--- src/rtl/rx_frame_pkg.sv ---
package rx_frame_pkg;
  localparam int unsigned NIB_W = 4;

  typedef struct packed {
    logic             sof;
    logic             vld;
    logic [NIB_W-1:0] nib;
  } rx_beat_t;
endpackage

--- src/rtl/rx_delay_line.sv ---
module rx_delay_line
  import rx_frame_pkg::*;
#(
  parameter int unsigned STAGES = 1
) (
  input  logic     clk_i,
  input  logic     rst_ni,
  input  rx_beat_t beat_i,
  output rx_beat_t beat_o,
  output logic     first_vld_o,
  output logic     prev_vld_o
);
  rx_beat_t tap [STAGES+1];

  assign tap[0] = beat_i;

  for (genvar g = 1; g <= STAGES; g++) begin : gen_stg
    rx_beat_t q;
    always_ff @(posedge clk_i or negedge rst_ni) begin
      if (!rst_ni) q <= '0;
      else         q <= tap[g-1];
    end
    assign tap[g] = q;
  end

  assign beat_o      = tap[STAGES];
  assign first_vld_o = tap[1].vld;
  // the stage just upstream of the output; the raw input when STAGES == 1
  assign prev_vld_o  = tap[STAGES-1].vld;
endmodule

--- src/rtl/rx_edge_mark.sv ---
module rx_edge_mark (
  input  logic rxdv_i,
  input  logic first_vld_i,
  input  logic out_vld_i,
  input  logic prev_vld_i,
  output logic sof_in_o,
  output logic eof_o
);
  // start marked on entry into the pipe, carried alongside the nibble
  assign sof_in_o = rxdv_i & ~first_vld_i;
  // end needs one nibble of look-ahead: the stage behind the output
  assign eof_o    = out_vld_i & ~prev_vld_i;
endmodule

--- src/rtl/rx_len_check.sv ---
module rx_len_check #(
  parameter int unsigned LEN_W     = 12,
  parameter int unsigned MIN_BYTES = 64,
  parameter int unsigned MAX_BYTES = 1518
) (
  input  logic             clk_i,
  input  logic             rst_ni,
  input  logic             vld_i,
  input  logic             sof_i,
  input  logic             eof_i,
  output logic [LEN_W-1:0] len_o,
  output logic             len_ok_o
);
  localparam logic [LEN_W-1:0] CNT_MAX = {LEN_W{1'b1}};
  localparam logic [LEN_W-1:0] MIN_NIB = LEN_W'(2 * MIN_BYTES);
  localparam logic [LEN_W-1:0] MAX_NIB = LEN_W'(2 * MAX_BYTES);

  logic [LEN_W-1:0] cnt_q, cnt_nx;
  logic             ok_q, ok_nx;

  always_comb begin
    if (sof_i)                cnt_nx = LEN_W'(1);
    else if (cnt_q == CNT_MAX) cnt_nx = cnt_q;
    else                      cnt_nx = cnt_q + LEN_W'(1);
    ok_nx = (cnt_nx >= MIN_NIB) && (cnt_nx <= MAX_NIB);
  end

  always_ff @(posedge clk_i or negedge rst_ni) begin
    if (!rst_ni) begin
      cnt_q <= '0;
      ok_q  <= 1'b0;
    end else if (vld_i) begin
      cnt_q <= cnt_nx;
      if (eof_i)      ok_q <= ok_nx;
      else if (sof_i) ok_q <= 1'b0;
    end
  end

  assign len_o    = cnt_q;
  assign len_ok_o = ok_q;

  p_sat_r6: assert property (@(posedge clk_i) disable iff (!rst_ni)
    (cnt_q == CNT_MAX && vld_i && !sof_i) |=> (cnt_q == CNT_MAX));

  p_ok_range_r7: assert property (@(posedge clk_i) disable iff (!rst_ni)
    ok_q |-> (cnt_q >= MIN_NIB && cnt_q <= MAX_NIB));

  p_hold_len_r8: assert property (@(posedge clk_i) disable iff (!rst_ni)
    !vld_i |=> ($stable(cnt_q) && $stable(ok_q)));
endmodule

--- src/rtl/rx_frame_delim.sv ---
module rx_frame_delim
  import rx_frame_pkg::*;
#(
  parameter int unsigned DLY_STAGES = 1,
  parameter int unsigned LEN_W      = 12,
  parameter int unsigned MIN_BYTES  = 64,
  parameter int unsigned MAX_BYTES  = 1518
) (
  input  logic             clk_i,
  input  logic             rst_ni,
  input  logic [3:0]       rxd_i,
  input  logic             rxdv_i,
  output logic [3:0]       rxd_o,
  output logic             rxdv_o,
  output logic             sof_o,
  output logic             eof_o,
  output logic [LEN_W-1:0] len_o,
  output logic             len_ok_o
);
  rx_beat_t beat_in, beat_out;
  logic     first_vld, prev_vld, sof_in;

  assign beat_in = '{sof: sof_in, vld: rxdv_i, nib: rxd_i};

  rx_delay_line #(.STAGES(DLY_STAGES)) u_dly (
    .clk_i       (clk_i),
    .rst_ni      (rst_ni),
    .beat_i      (beat_in),
    .beat_o      (beat_out),
    .first_vld_o (first_vld),
    .prev_vld_o  (prev_vld)
  );

  rx_edge_mark u_mark (
    .rxdv_i      (rxdv_i),
    .first_vld_i (first_vld),
    .out_vld_i   (beat_out.vld),
    .prev_vld_i  (prev_vld),
    .sof_in_o    (sof_in),
    .eof_o       (eof_o)
  );

  rx_len_check #(
    .LEN_W     (LEN_W),
    .MIN_BYTES (MIN_BYTES),
    .MAX_BYTES (MAX_BYTES)
  ) u_len (
    .clk_i    (clk_i),
    .rst_ni   (rst_ni),
    .vld_i    (beat_out.vld),
    .sof_i    (sof_o),
    .eof_i    (eof_o),
    .len_o    (len_o),
    .len_ok_o (len_ok_o)
  );

  assign rxd_o  = beat_out.nib;
  assign rxdv_o = beat_out.vld;
  assign sof_o  = beat_out.sof;

  p_sof_with_vld_r2: assert property (@(posedge clk_i) disable iff (!rst_ni)
    sof_o |-> rxdv_o);

  p_sof_after_idle_r2: assert property (@(posedge clk_i) disable iff (!rst_ni)
    sof_o |-> !$past(rxdv_o));

  p_vld_rise_sof_r2: assert property (@(posedge clk_i) disable iff (!rst_ni)
    $rose(rxdv_o) |-> sof_o);

  p_eof_then_idle_r3: assert property (@(posedge clk_i) disable iff (!rst_ni)
    eof_o |=> !rxdv_o);

  p_vld_fall_eof_r3: assert property (@(posedge clk_i) disable iff (!rst_ni)
    (rxdv_o && !eof_o) |=> rxdv_o);

  p_len_after_eof_r5: assert property (@(posedge clk_i) disable iff (!rst_ni)
    (eof_o && sof_o) |=> (len_o == LEN_W'(1)));
endmodule

--- config.mk ---
export PLATFORM = sky130hd
export DESIGN_NAME = rx_frame_delim
export DESIGN_NICKNAME = d
export VERILOG_FILES = /design/src/rtl/rx_frame_pkg.sv /design/src/rtl/rx_delay_line.sv /design/src/rtl/rx_edge_mark.sv /design/src/rtl/rx_len_check.sv /design/src/rtl/rx_frame_delim.sv
export SDC_FILE = /design/constraint.sdc
export NUM_CORES = 1
export LEC_CHECK = 0
export CORE_MARGIN = 2
export CORE_UTILIZATION = 53
export CTS_CLUSTER_DIAMETER = 100
export CTS_CLUSTER_SIZE = 24
export DETAILED_ROUTE_END_ITERATION = 6
export GPL_TIMING_DRIVEN = 0
export HOLD_SLACK_MARGIN = 0.06
export PLACE_DENSITY = 0.95
export SLEW_MARGIN = 20
export SYNTH_ARGS = -nofsm -noshare
export SYNTH_HDL_FRONTEND = slang
export SYNTH_SLANG_ARGS = --single-unit
--- constraint.sdc ---
create_clock -name clk_i -period 2.9 [get_ports clk_i]
set_input_delay 0.58 -clock clk_i [delete_from_list [all_inputs] [get_ports clk_i]]
set_output_delay 0.58 -clock clk_i [all_outputs]
set_load 0.01 [all_outputs]
---- Word level (Yosys, flattened, before mapping) ----
Cells that the tools add are included.
word-level totals
  word-level logic and storage cells ...... 20
  output and inout port bits .............. 20
  bits in registers ....................... 19
operators by class
  mux-type cells .......................... 4
  add/subtract/negate cells ............... 1
  equal/unequal tests ..................... 1
  magnitude comparators ................... 2
  bitwise operators ....................... 4
  reductions and logical operators ........ 3
operator list
  kind                                                                count
  2-to-1 mux 12 bit                                                   2
  adder 12 x 1 -> 12 bit, second input constant                       1
  == test 12 bit, second input constant                               1
  greater-or-equal comparator 12 x 8 -> 1 bit, second input constant  1
  <= comparator 12 bit, second input constant                         1
  AND 1 bit                                                           2
  2-to-1 mux 1 bit                                                    2
  NOT 1 bit                                                           2
  AND reduction 2 bit                                                 1
  nonzero test 2 bit                                                  1
  logical AND 1 bit                                                   1

---- Depth between registers and ports, before layout ----
Gate-level depths: netlist (run 1).
  depth after elaboration ................. 6
  depth in mapped cells ................... 9
  gate-level depth less buffers ........... 7

---- Modules after synthesis ----
From an unflattened synthesis (run 1), not the netlist that was laid out.
unflattened totals
  cells, all modules ...................... 126
  area total of the unflattened synthesis .. 1213.7 µm²
by module, submodules not included
  module         times used  seq. area each (µm²)  area each (µm²)  cells an instance
  rx_len_check   1           325.3                 1021.0           116
  rx_delay_line  1           150.1                 165.2            8
  rx_edge_mark   1           0.0                   27.5             2

---- Least setup slack after synthesis (run 1) ----
Ideal clock, no wire load.
  path kind ............................... reg2reg
  start point ............................. register u_len.cnt_q[0], in the netlist u_len.len_o[0]
  end point ............................... register u_len.ok_q, in the netlist u_len.len_ok_o
  slack ................................... 818 ps
  data required time ...................... 2780 ps
  path buffers ............................ 1
  setup time .............................. 120 ps
  arrival time ............................ 1962 ps
  stages on the path, launching flop included .. 9
  path through ............................ dfrtp_1 -> ha_1 -> buf_2 -> nand3_2 -> nor3_1 -> mux2i_1 -> o221ai_1 -> a32o_1 -> a41o_1
between the ends
  longest elaborated chain between the ends .. 6
  elaborated cells between the ends (all ways) .. 8
ends and longest elaborated chain
  element                                                                                     RTL line                                text
  from (decl)                                                                                 rx_len_check.sv:18                      logic [LEN_W-1:0] cnt_q, cnt_nx;
  from (signal assigned)                                                                      rx_len_check.sv:33                      cnt_q <= cnt_nx;
  adder 12 x 1 -> 12 bit / == test 12 bit (equally long branches)                             rx_len_check.sv:24, rx_len_check.sv:23
  2-to-1 mux 12 bit (*)                                                                       rx_len_check.sv:23                      else if (cnt_q == CNT_MAX) cnt_nx = cnt_q;
  2-to-1 mux 12 bit (*)                                                                       rx_len_check.sv:22                      if (sof_i) cnt_nx = LEN_W'(1);
  greater-or-equal comparator 12 x 8 -> 1 bit / <= comparator 12 bit (equally long branches)  rx_len_check.sv:25                      ok_nx = (cnt_nx >= MIN_NIB) && (cnt_nx <= MAX_NIB);
  logical AND 1 bit (*)                                                                       rx_len_check.sv:25
  2-to-1 mux 1 bit (*)                                                                        rx_len_check.sv:34                      if (eof_i) ok_q <= ok_nx;
  to (signal assigned)                                                                        rx_len_check.sv:34
  to (decl)                                                                                   rx_len_check.sv:19                      logic ok_q, ok_nx;
Every way passes the cells marked *; elsewhere a longest branch is shown, timed or not.
A chain may end at the register's enable or synchronous reset.

---- Final worst setup path (run 1) ----
  start point ............................. input rxdv_i
  end point ............................... output eof_o
between the ends
  longest elaborated chain between the ends .. 2
ends and longest elaborated chain
  element      RTL line              text
  from (decl)  rx_frame_delim.sv:12  input logic rxdv_i,
  NOT 1 bit    rx_edge_mark.sv:12    assign eof_o = out_vld_i & ~prev_vld_i;
  AND 1 bit    rx_edge_mark.sv:12
  to (decl)    rx_frame_delim.sv:16  output logic eof_o,
No other way between the ends.

==> metrics.csv, run 1 <==
stage,metric,value,unit
run_status,status,completed,
power,combPwrFrac,38.6,%
clocking,h-tree-depth,1,
clocking,insertion_delay,0.31,ns
timing,drv_slew,0,
floorplanning,dieArea,2630,um2
global_routing,gr-total-overflow,0,
route,viasPerCell,6.37,
global_routing,grt_busiest_layer,met2,
floorplanning,ios,27,
cells_and_area,diodes,0,
global_routing,track_usage,25.3,%
route,routedWlPerCell,16.7,um
synthesis,netlist_top_cells_area,"dfrtp_1, a21oi_1, nor2_1",
cells_and_area,area_growth_syn_to_layout,27.2,%
setup_path,critPathMaxFanout,3,
global_routing,grt_max_degree,20,
global_routing,antenna_found_initial,0,
floorplanning,die_x,51.3,um
synthesis,synth-edff-count,0,
setup_path,worstPathArrival,1.87,ns
place,portBuffers,26,
power,p_leak,0.623,nW
place,placed_area,1480,um2
job,maxCapViolCount,0,
synthesis,synth_area,1180,um2
setup_path,required,2.32,ns
floorplanning,start_util,54.6,%
place,place.gp.congestion,0.829,
power,seqPwrFrac,43.7,%
clocking,cts_root_buffer,clkbuf_4,
route,drc,0,
synthesis,synth_ff_type,dfrtp_1,
synthesis,synth_seq_cells,19,
floorplanning,fp.dieH,51.3,um
power,peakVddDrop,597,uV
floorplanning,coreArea,2170,um2
setup_path,cp-end-kind,output pin,
synthesis,yosysTopAreaCellShare,40.1,%
setup_path,start_kind,input pin,
power,p_sw_share,37.8,%
timing,finClkSkew,0.00236,ns
global_routing,grt_use_met2,39.6,%
timing,max_freq,409,MHz
setup_path,reg2reg_setup_slack,0.49,ns
clocking,hold_buffers,0,
setup_path,cp-startpoint,rxdv_i,
timing,tightest_slew,0.882,ns
clocking,cts_resized,0,
synthesis,ys_seq_area_share,40.1,%
route,final_antenna_net_count,0,
clocking,cts_tree,built,
timing,max_slew_margin,41.0,%
synthesis,synthCells,125,
clocking,cts_setup_buffers,0,
setup_path,crit_path_end,eof_o,
clocking,clockBufferDepth,2,
synthesis,yosysWarnings,0,
power,p_switching,305,uW
cells_and_area,design_area,1510,um2
global_routing,grt_pass1_wl,4.95,mm
route,vias,1166,
clocking,cts_buffers,3,
timing,period_minus_slack,2.45,ns
timing,rsz0062_at_grt,false,
route,drt_iter0_markers,61,
route,drt_pre_antenna_iters,4,
setup_path,reg2regPathDepth,8,
synthesis,synth_top_area_cell,dfrtp_1,
place,hpwl,2.01,mm
setup_path,r2r_start,u_len.len_o[0],
global_routing,grt_pass1_vias,1095,
setup_path,critPathKind,input pin to output pin,
hold_path,hold_class,flip-flop to flip-flop,
power,p_int,501,uW
synthesis,syn_area_per_cell,9.48,um2
global_routing,met3_usage,2.92,%
cells_and_area,nNetsFinal,164,
synthesis,synth.distinct_cells,46,
clocking,cts.clk_slew.worst_paths,0.11,ns
floorplanning,row_count,17,
power,clockPowerShare,17.6,%
timing,period_share,84.4,%
route,finalWirelength,3.06,mm
power,p_per_area,535,nW/um2
synthesis,synth-async-reset-ratio,100,%
global_routing,use_met1,33.8,%
timing,setup_viol,0,
clocking,cts.sinks,19,
synthesis,syn_nets,133,
timing,fin_tns_setup,0,ns
timing,hold_viol_final,0,
setup_path,rr_endpoint,u_len.len_ok_o,
cells_and_area,drive_above_1_share,16.1,%
==> logic make-up after synthesis <==
family          Yosys count  share of synthesized area, %
flops                    19                          40.1
fa+ha+maj                 1                          1.06
xor+xnor                  2                          1.48
mux                       6                          5.49
buf+inv                  15                          6.02
simple gates             43                          22.4
compound gates           39                          23.4
==> through the flow <==
stage	power, mW	hold WS [ns]	util [%]	setup slack [ns]	instances
3_5_place_dp	0.662	0.588	68.2	0.448	179
4_1_cts	0.805	0.633	69.5	0.439	183
5_1_grt	0.849	0.643	69.5	0.366	183
2_1_floorplan	0.531	0.284	-	0.818	125
6_report	0.807	0.636	69.5	0.452	183
3_3_place_gp	0.645	0.567	68.2	0.555	179
==> cells in the final DEF, fill, tap and decap left out, types with 4 or more instances in the layout <==
| master | netlist | routed |
|---|---|---|
| a21oi_1 | 11 | 11 |
| a31o_2 | 4 | 4 |
| clkbuf_1 | 5 | 5 |
| clkdlybuf4s50_1 | 0 | 26 |
| dfrtp_1 | 19 | 19 |
| inv_1 | 5 | 5 |
| nand2_1 | 5 | 5 |
| nor2_1 | 10 | 10 |
| nor3_1 | 4 | 4 |
| o21ai_0 | 4 | 4 |
==> sequential cells by signal (all words and copies together), names as in the netlist <==
register,cells
u_len.len_o,12
u_dly.beat_o,5
u_dly.first_vld_o,1
u_len.len_ok_o,1
==> worst min-delay path by stage <==
stage	from	endpoint	cells past startpoint
after detailed placement	u_len.len_ok_o	u_len.len_ok_o	2
after CTS	u_len.len_ok_o	u_len.len_ok_o	2
final	u_len.len_ok_o	u_len.len_ok_o	2
after global placement	u_len.len_ok_o	u_len.len_ok_o	2
after floorplan	rst_ni	u_dly.beat_o[0]	0
after global routing	u_len.len_ok_o	u_len.len_ok_o	2
==> power groups by stage <==
| stage | clock network, mW | registers, mW | logic (mW) |
|---|---|---|---|
| after floorplan | 0 | 0.361 | 0.170 |
| final | 0.142 | 0.353 | 0.312 |
| after CTS | 0.145 | 0.351 | 0.309 |
| after global placement | 0 | 0.351 | 0.295 |
| after detailed placement | 0 | 0.355 | 0.307 |
| after global routing | 0.150 | 0.357 | 0.342 |
==> synth_stat cells, types with 2 or more instances <==
library cell,number
dfrtp_1,19
a21oi_1,11
nor2_1,10
clkbuf_1,5
inv_1,5
nand2_1,5
a31o_2,4
nor3_1,4
o21ai_0,4
and3_1,3
buf_2,3
mux2_2,3
nand3_1,3
nor2b_1,3
o22ai_1,3
a21boi_0,2
a31oi_1,2
a32o_1,2
a41oi_1,2
and4_2,2
and4_4,2
mux2i_1,2
nand4_1,2
xnor2_1,2
==> critical path: stages <==
cell and delay (ns):
clkdlybuf4s50_1 0.45, nor2b_1 0.25, clkdlybuf4s50_1 0.59
==> layer usage <==
| metal | routed length (um) | part of all wire, % |
|---|---|---|
| met1 | 1300 | 42 |
| met3 | 180 | 5.9 |
| met4 | 131 | 4.3 |
| met2 | 1450 | 47 |
| met5 | 0 | 0 |
==> cell type report <==
| class | count | area, um2 |
|---|---|---|
| flip-flops and latches | 19 | 475 |
| plain buffers | 10 | 52.6 |
| repair buffers | 26 | 260 |
| fillers | 163 | 662 |
| inverters | 5 | 18.8 |
| well taps | 28 | 35.0 |
| clock inverters | 1 | 5.00 |
| clock buffers | 3 | 22.5 |
| multi-input cells | 91 | 638 |
Power figures use the tool's default switching activity.
==> run 2, diff against run 1 <==
- CORE_UTILIZATION: 53 -> 44
- PLACE_DENSITY: 0.95 -> 0.85
- clock period: 2.9 -> 2 ns (I/O delays scaled with it)
==> run 2 against run 1 <==
Effect of this change:
- the flow now finishes with violations (negative setup slack)
- cell area is 9.4% higher
- global-route usage is 4.4 points lower
- worst setup slack worse by 0.47 ns
- via count is 1.4% higher
- sequential share of layout area is 2.3 points lower
- final cell count is 4.4% higher
- critical path depth is 4 higher
- count of clock-buffer cells in the layout is 1 higher
- largest cell class unchanged
- largest power group unchanged
==> metrics.csv, run 2 (synthesis results as in run 1) <==
stage,metric,value,unit,change
run_status,status,"complete, but fails checks",,
run_status,violations,negative setup slack,,
timing,period_share,101,%,
route,finalWirelength,3.37,mm,+10%
route,routedWlPerCell,17.6,um,+5.7%
timing,setup_viol,1,,+1
power,peakVddDrop,814,uV,+36%
global_routing,antenna_found_initial,0,,unchanged
timing,period_minus_slack,2.02,ns,
setup_path,reg2regPathDepth,7,,-1
timing,tightest_slew,0.887,ns,+0.00502 ns
setup_path,crit_family,compound AO/OA/AOI/OAI gates,,
hold_path,hold_class,input pin to flip-flop,,
clocking,insertion_delay,0.30,ns,about the same
place,hpwl,2.09,mm,+4.1%
clocking,clockBufferDepth,2,,unchanged
floorplanning,start_util,47.0,%,-7.6 points
setup_path,rr_endpoint,u_len.len_ok_o,,
route,drc,0,,unchanged
floorplanning,coreArea,2520,um2,+16%
clocking,cts_buffers,3,,unchanged
place,place.gp.congestion,0.864,,+4.3%
place,portBuffers,26,,unchanged
clocking,cts.clk_slew.worst_paths,0.11,ns,about the same
job,maxCapViolCount,0,,unchanged
clocking,h-tree-depth,1,,unchanged
setup_path,required,2.20,ns,-0.12 ns
route,drt_pre_antenna_iters,4,,unchanged
timing,max_freq,495,MHz,
hold_path,min_to,u_dly.beat_o[3],,
route,viasPerCell,6.19,,-2.9%
cells_and_area,drive_above_1_share,29.2,%,+13 points
place,pre_cts_ws,-0.146,ns,-0.594 ns
timing,hold_viol_final,0,,unchanged
floorplanning,row_count,18,,+1
setup_path,cp-end-kind,flip-flop,,
cells_and_area,diodes,0,,unchanged
floorplanning,dieArea,3120,um2,+19%
cells_and_area,largest_reg_flops,12,,unchanged
cells_and_area,fillers,202,,+24%
setup_path,start_kind,flip-flop,,
global_routing,track_usage,20.9,%,-4.4 points
global_routing,grt_pass1_wl,5.19,mm,+4.7%
setup_path,critPathKind,flip-flop to flip-flop,,
hold_path,min_from,rxd_i[3],,
timing,finClkSkew,0.00450,ns,+0.00214 ns
route,drt_iter0_markers,38,,-38%
timing,drv_slew,0,,unchanged
setup_path,crit_buf_inv,1,,-1
setup_path,critPathMaxFanout,6,,+3
clocking,cts_tree,built,,
cells_and_area,mostFrequentLayoutCell,clkdlybuf4s50_1,,
global_routing,grt_pass1_vias,1084,,-1.0%
floorplanning,die_x,55.9,um,+9.0%
setup_path,r2r_start,u_len.len_o[10],,
timing,rsz0062_at_grt,true,,
cells_and_area,nNetsFinal,170,,+3.7%
clocking,cts_root_buffer,clkbuf_4,,
cells_and_area,area_growth_syn_to_layout,39.2,%,
setup_path,slowest_delay,0.46,ns,-0.13 ns
hold_path,holdPathStages,1,,-1
power,p_per_area,744,nW/um2,+39%
route,final_antenna_net_count,0,,unchanged
floorplanning,ios,27,,unchanged
floorplanning,fp.dieH,55.9,um,+9.0%
timing,setup_ws,-0.0203,ns,-0.473 ns
setup_path,reg2reg_setup_slack,-0.02,ns,-0.51 ns
setup_path,crit_chain,"nand4_1, buf_4, nor3_4, o32ai_1, a311oi_1, o211ai_2, a41o_1",,
global_routing,grt_max_degree,20,,unchanged
setup_path,worstPathArrival,2.22,ns,+0.35 ns
route,vias,1182,,+1.4%
clocking,cts.sinks,19,,unchanged
timing,fin_tns_setup,-0.0203,ns,-0.0203 ns
power,p_leak,0.673,nW,+8.1%
global_routing,gr-total-overflow,0,,unchanged
timing,max_slew_margin,40.7,%,-0.34 points
cells_and_area,final_cell_mix,"clkdlybuf4s50_1, dfrtp_1, nor2_1, a21oi_1, buf_4",,
setup_path,cp_slowest_cell,dfrtp_1,,
==> run 2: final cells by class <==
class	instances	area, um2	share of cell area [%]
Clock buffer	4	26.3	1.59
Sequential cell	19	482	29.2
Tap cell	30	37.5	2.28
Buffer	9	55.1	3.34
Multi-Input combinational cell	91	718	43.6
Inverter	5	18.8	1.14
Timing Repair Buffer	33	312	18.9
==> run 2: per-stage QoR <==
step	instances	utilization, %	cell area (um2)	hold slack (ns)	total power, mW
after detailed placement	181	60.1	1520	0.587	0.977
after global routing	191	65.4	1650	0.513	1.28
after floorplan	125	-	1220	0.104	0.788
after CTS	189	63.0	1590	0.528	1.19
final	191	65.4	1650	0.528	1.23
after global placement	181	60.1	1520	0.572	0.959
==> run 2: repair_timing <==
item	in CTS	in global routing
hold buffers	0	0
pin swaps	5	1
resized for setup	8	8
endpoints found under the setup margin	2	2
buffers inserted	5	2
==> run 2: power breakdown <==
part	total, mW	leakage (nW)	internal, mW	switching [mW]
registers	0.512	0.234	0.437	0.0746
clock network	0.204	0.0150	0.0778	0.126
logic	0.511	0.424	0.249	0.262
==> run 2: worst max-delay path by stage <==
stage | slack (ns) | cells past startpoint | start | to
final | -0.02 | 7 | u_len.len_o[10] | u_len.len_ok_o
after global routing | -0.15 | 7 | u_len.len_o[10] | u_len.len_ok_o
after CTS | -0.002 | 8 | u_len.len_o[1] | u_len.len_ok_o
after detailed placement | -0.15 | 8 | u_len.len_o[0] | u_len.len_ok_o
after global placement | -0.12 | 8 | u_len.len_o[0] | u_len.len_ok_o
after floorplan | 0.002 | 9 | u_len.len_o[0] | u_len.len_ok_o
==> run 2: layer usage <==
layer,global-route usage (%),vias up,part of all wire [%]
met2,34.5,61,49
met4,7.14,0,2.4
met1,28.1,567,43
li1,-,544,-
met3,3.26,10,5.9
met5,0,-,0
==> run 2: worst register-to-register path: cells and delay by family, from the launching register on <==
family | cells | cell delay, ns
buf+inv | 1 | 0.24
simple gates | 2 | 0.41
compound gates | 4 | 0.81
flops | 1 | 0.46
==> run 3, diff against run 2 <==
- SETUP_SLACK_MARGIN: unset -> 0.1
==> run 3 against run 2 <==
Effect of this change:
- critical endpoint unchanged
- utilization rose by 2.9 points
- maximum frequency rose by 4.8%
- final cell count rose by 1.6%
- the flow now finishes without violations
==> metrics.csv, run 3 (synthesis results as in run 1) <==
stage,metric,value,unit,change
power,p_leak,0.715,nW,+6.3%
global_routing,grt_max_degree,20,,unchanged
route,vias,1197,,+1.3%
setup_path,worstPathArrival,2.12,ns,-0.10 ns
place,dpl.cell_count,181,,unchanged
floorplanning,dieArea,3120,um2,unchanged
setup_path,r2r_start,u_len.len_o[1],,
run_status,status,completed,,
route,final_antenna_net_count,0,,unchanged
place,hpwl,1.99,mm,-4.6%
floorplanning,start_util,47.0,%,unchanged
global_routing,gr-total-overflow,0,,unchanged
cells_and_area,final_cell_mix,"clkdlybuf4s50_1, buf_4, dfrtp_1",,
floorplanning,fp.dieH,55.9,um,unchanged
cells_and_area,diodes,0,,unchanged
route,drt_pre_antenna_iters,4,,unchanged
global_routing,grt_pass1_vias,1137,,+4.9%
place,place.gp.congestion,0.883,,+2.2%
hold_path,min_from,rxd_i[3],,
timing,setup_viol,0,,-1
place,portBuffers,26,,unchanged
route,finalWirelength,3.24,mm,-3.8%
place,placed_area,1550,um2,+2.2%
clocking,cts.sinks,19,,unchanged
clocking,h-tree-depth,1,,unchanged
clocking,cts_tree,built,,
clocking,insertion_delay,0.30,ns,about the same
timing,max_freq,519,MHz,+4.8%
floorplanning,die_x,55.9,um,unchanged
setup_path,cp-startpoint,u_len.len_o[1],,
cells_and_area,mostFrequentLayoutCell,clkdlybuf4s50_1,,
route,drt_iter0_markers,45,,+18%
floorplanning,row_count,18,,unchanged
timing,drv_slew,0,,unchanged
timing,finClkSkew,0.00939,ns,+0.00489 ns
clocking,clockBufferDepth,2,,unchanged
timing,rsz0062_at_grt,true,,
cells_and_area,design_area,1720,um2,+4.5%
clocking,cts_root_buffer,clkbuf_4,,
cells_and_area,register_area,484,um2,+0.52%
setup_path,required,2.19,ns,about the same
global_routing,grt_pass1_wl,5.02,mm,-3.2%
cells_and_area,drive_above_1_share,34.8,%,+5.6 points
clocking,cts.clk_slew.worst_paths,0.11,ns,about the same
floorplanning,coreArea,2520,um2,unchanged
timing,fin_hold_ws,0.524,ns,-0.00389 ns
timing,period_minus_slack,1.93,ns,-0.0927 ns
setup_path,start_kind,flip-flop,,
timing,max_slew_margin,44.5,%,+3.9 points
hold_path,hold_class,input pin to flip-flop,,
global_routing,antenna_found_initial,0,,unchanged
cells_and_area,largest_reg_flops,12,,unchanged
cells_and_area,fin_cells,194,,+1.6%
timing,hold_viol_final,0,,unchanged
cells_and_area,area_growth_syn_to_layout,45.4,%,
floorplanning,ios,27,,unchanged
route,viasPerCell,6.17,,-0.30%
setup_path,critPathKind,flip-flop to flip-flop,,
route,routedWlPerCell,16.7,um,-5.3%
global_routing,track_usage,19.9,%,-1.1 points
setup_path,critPathMaxFanout,6,,unchanged
power,p_per_area,742,nW/um2,-0.24%
cells_and_area,multi_input_area,758,um2,+5.6%
route,drc,0,,unchanged
clocking,cts_buffers,3,,unchanged
power,peakVddDrop,621,uV,-24%
power,p_total,1.28,mW,+4.2%
job,maxCapViolCount,0,,unchanged
cells_and_area,nNetsFinal,173,,+1.8%
cells_and_area,fillers,179,,-11%
timing,tightest_slew,0.829,ns,-0.0578 ns
timing,period_share,96.4,%,-4.6 points
setup_path,cp-end-kind,flip-flop,,
[run 3: critical path, stage by stage, from the launching register on]
cell	delay [ns]
dfrtp_2	0.44
ha_4	0.16
buf_6	0.12
nand3_4	0.14
a2bb2o_4	0.24
a21oi_4	0.14
o221ai_2	0.12
a32o_1	0.23
a41o_1	0.20
[run 3: what timing repair did]
item / 4_1_cts / 5_1_grt
setup endpoints to repair: 3 / 7
gates resized for setup: 8 / 18
buffers inserted: 6 / 4
pin swaps: 6 / 4
hold buffers: 0 / 0
[run 3: worst paths after layout]
path | end | slack, ns | cells after the start
worst max-delay path | u_len.len_ok_o | 0.07 | 8
worst min-delay path | u_dly.beat_o[3] | 0.52 | 1
worst max register to register | u_len.len_ok_o | 0.07 | 8
worst min register to register | u_len.len_ok_o | 0.61 | 2
max in group asynchronous | u_len.len_o[5] | 0.86 | 1
min in group asynchronous | u_len.len_o[4] | 0.56 | 1
[run 3: report_power, final]
| group | switching [mW] | total (mW) | internal (mW) |
|---|---|---|---|
| logic | 0.279 | 0.564 | 0.286 |
| clock network | 0.121 | 0.199 | 0.0777 |
| registers | 0.0756 | 0.515 | 0.439 |
| total | 0.476 | 1.28 | 0.803 |
[run 3: area by class of cell]
cell class	count	share of cell area, %
Multi-Input combinational cell	91	44.0
Timing Repair Buffer	36	19.4
Clock buffer	4	1.53
Sequential cell	19	28.1
Inverter	5	1.09
Buffer	9	3.70
Tap cell	30	2.18
[run 3: through the flow]
| step | setup slack (ns) | TNS (ns) | utilization (%) |
|---|---|---|---|
| 6_report | 0.0723 | 0 | 68.3 |
| 3_3_place_gp | -0.0799 | -0.0799 | 61.5 |
| 3_5_place_dp | -0.110 | -0.128 | 61.5 |
| 4_1_cts | 0.0327 | 0 | 64.9 |
| 2_1_floorplan | 0.00610 | 0 | - |
| 5_1_grt | 0.0230 | 0 | 68.3 |
[run 3: layer usage]
metal	vias up	share of wire, %	track usage, %
li1	549	-	-
met1	570	40	25.8
met2	71	51	33.5
met3	7	7.4	2.79
met4	0	1.4	7.82
met5	-	0	0
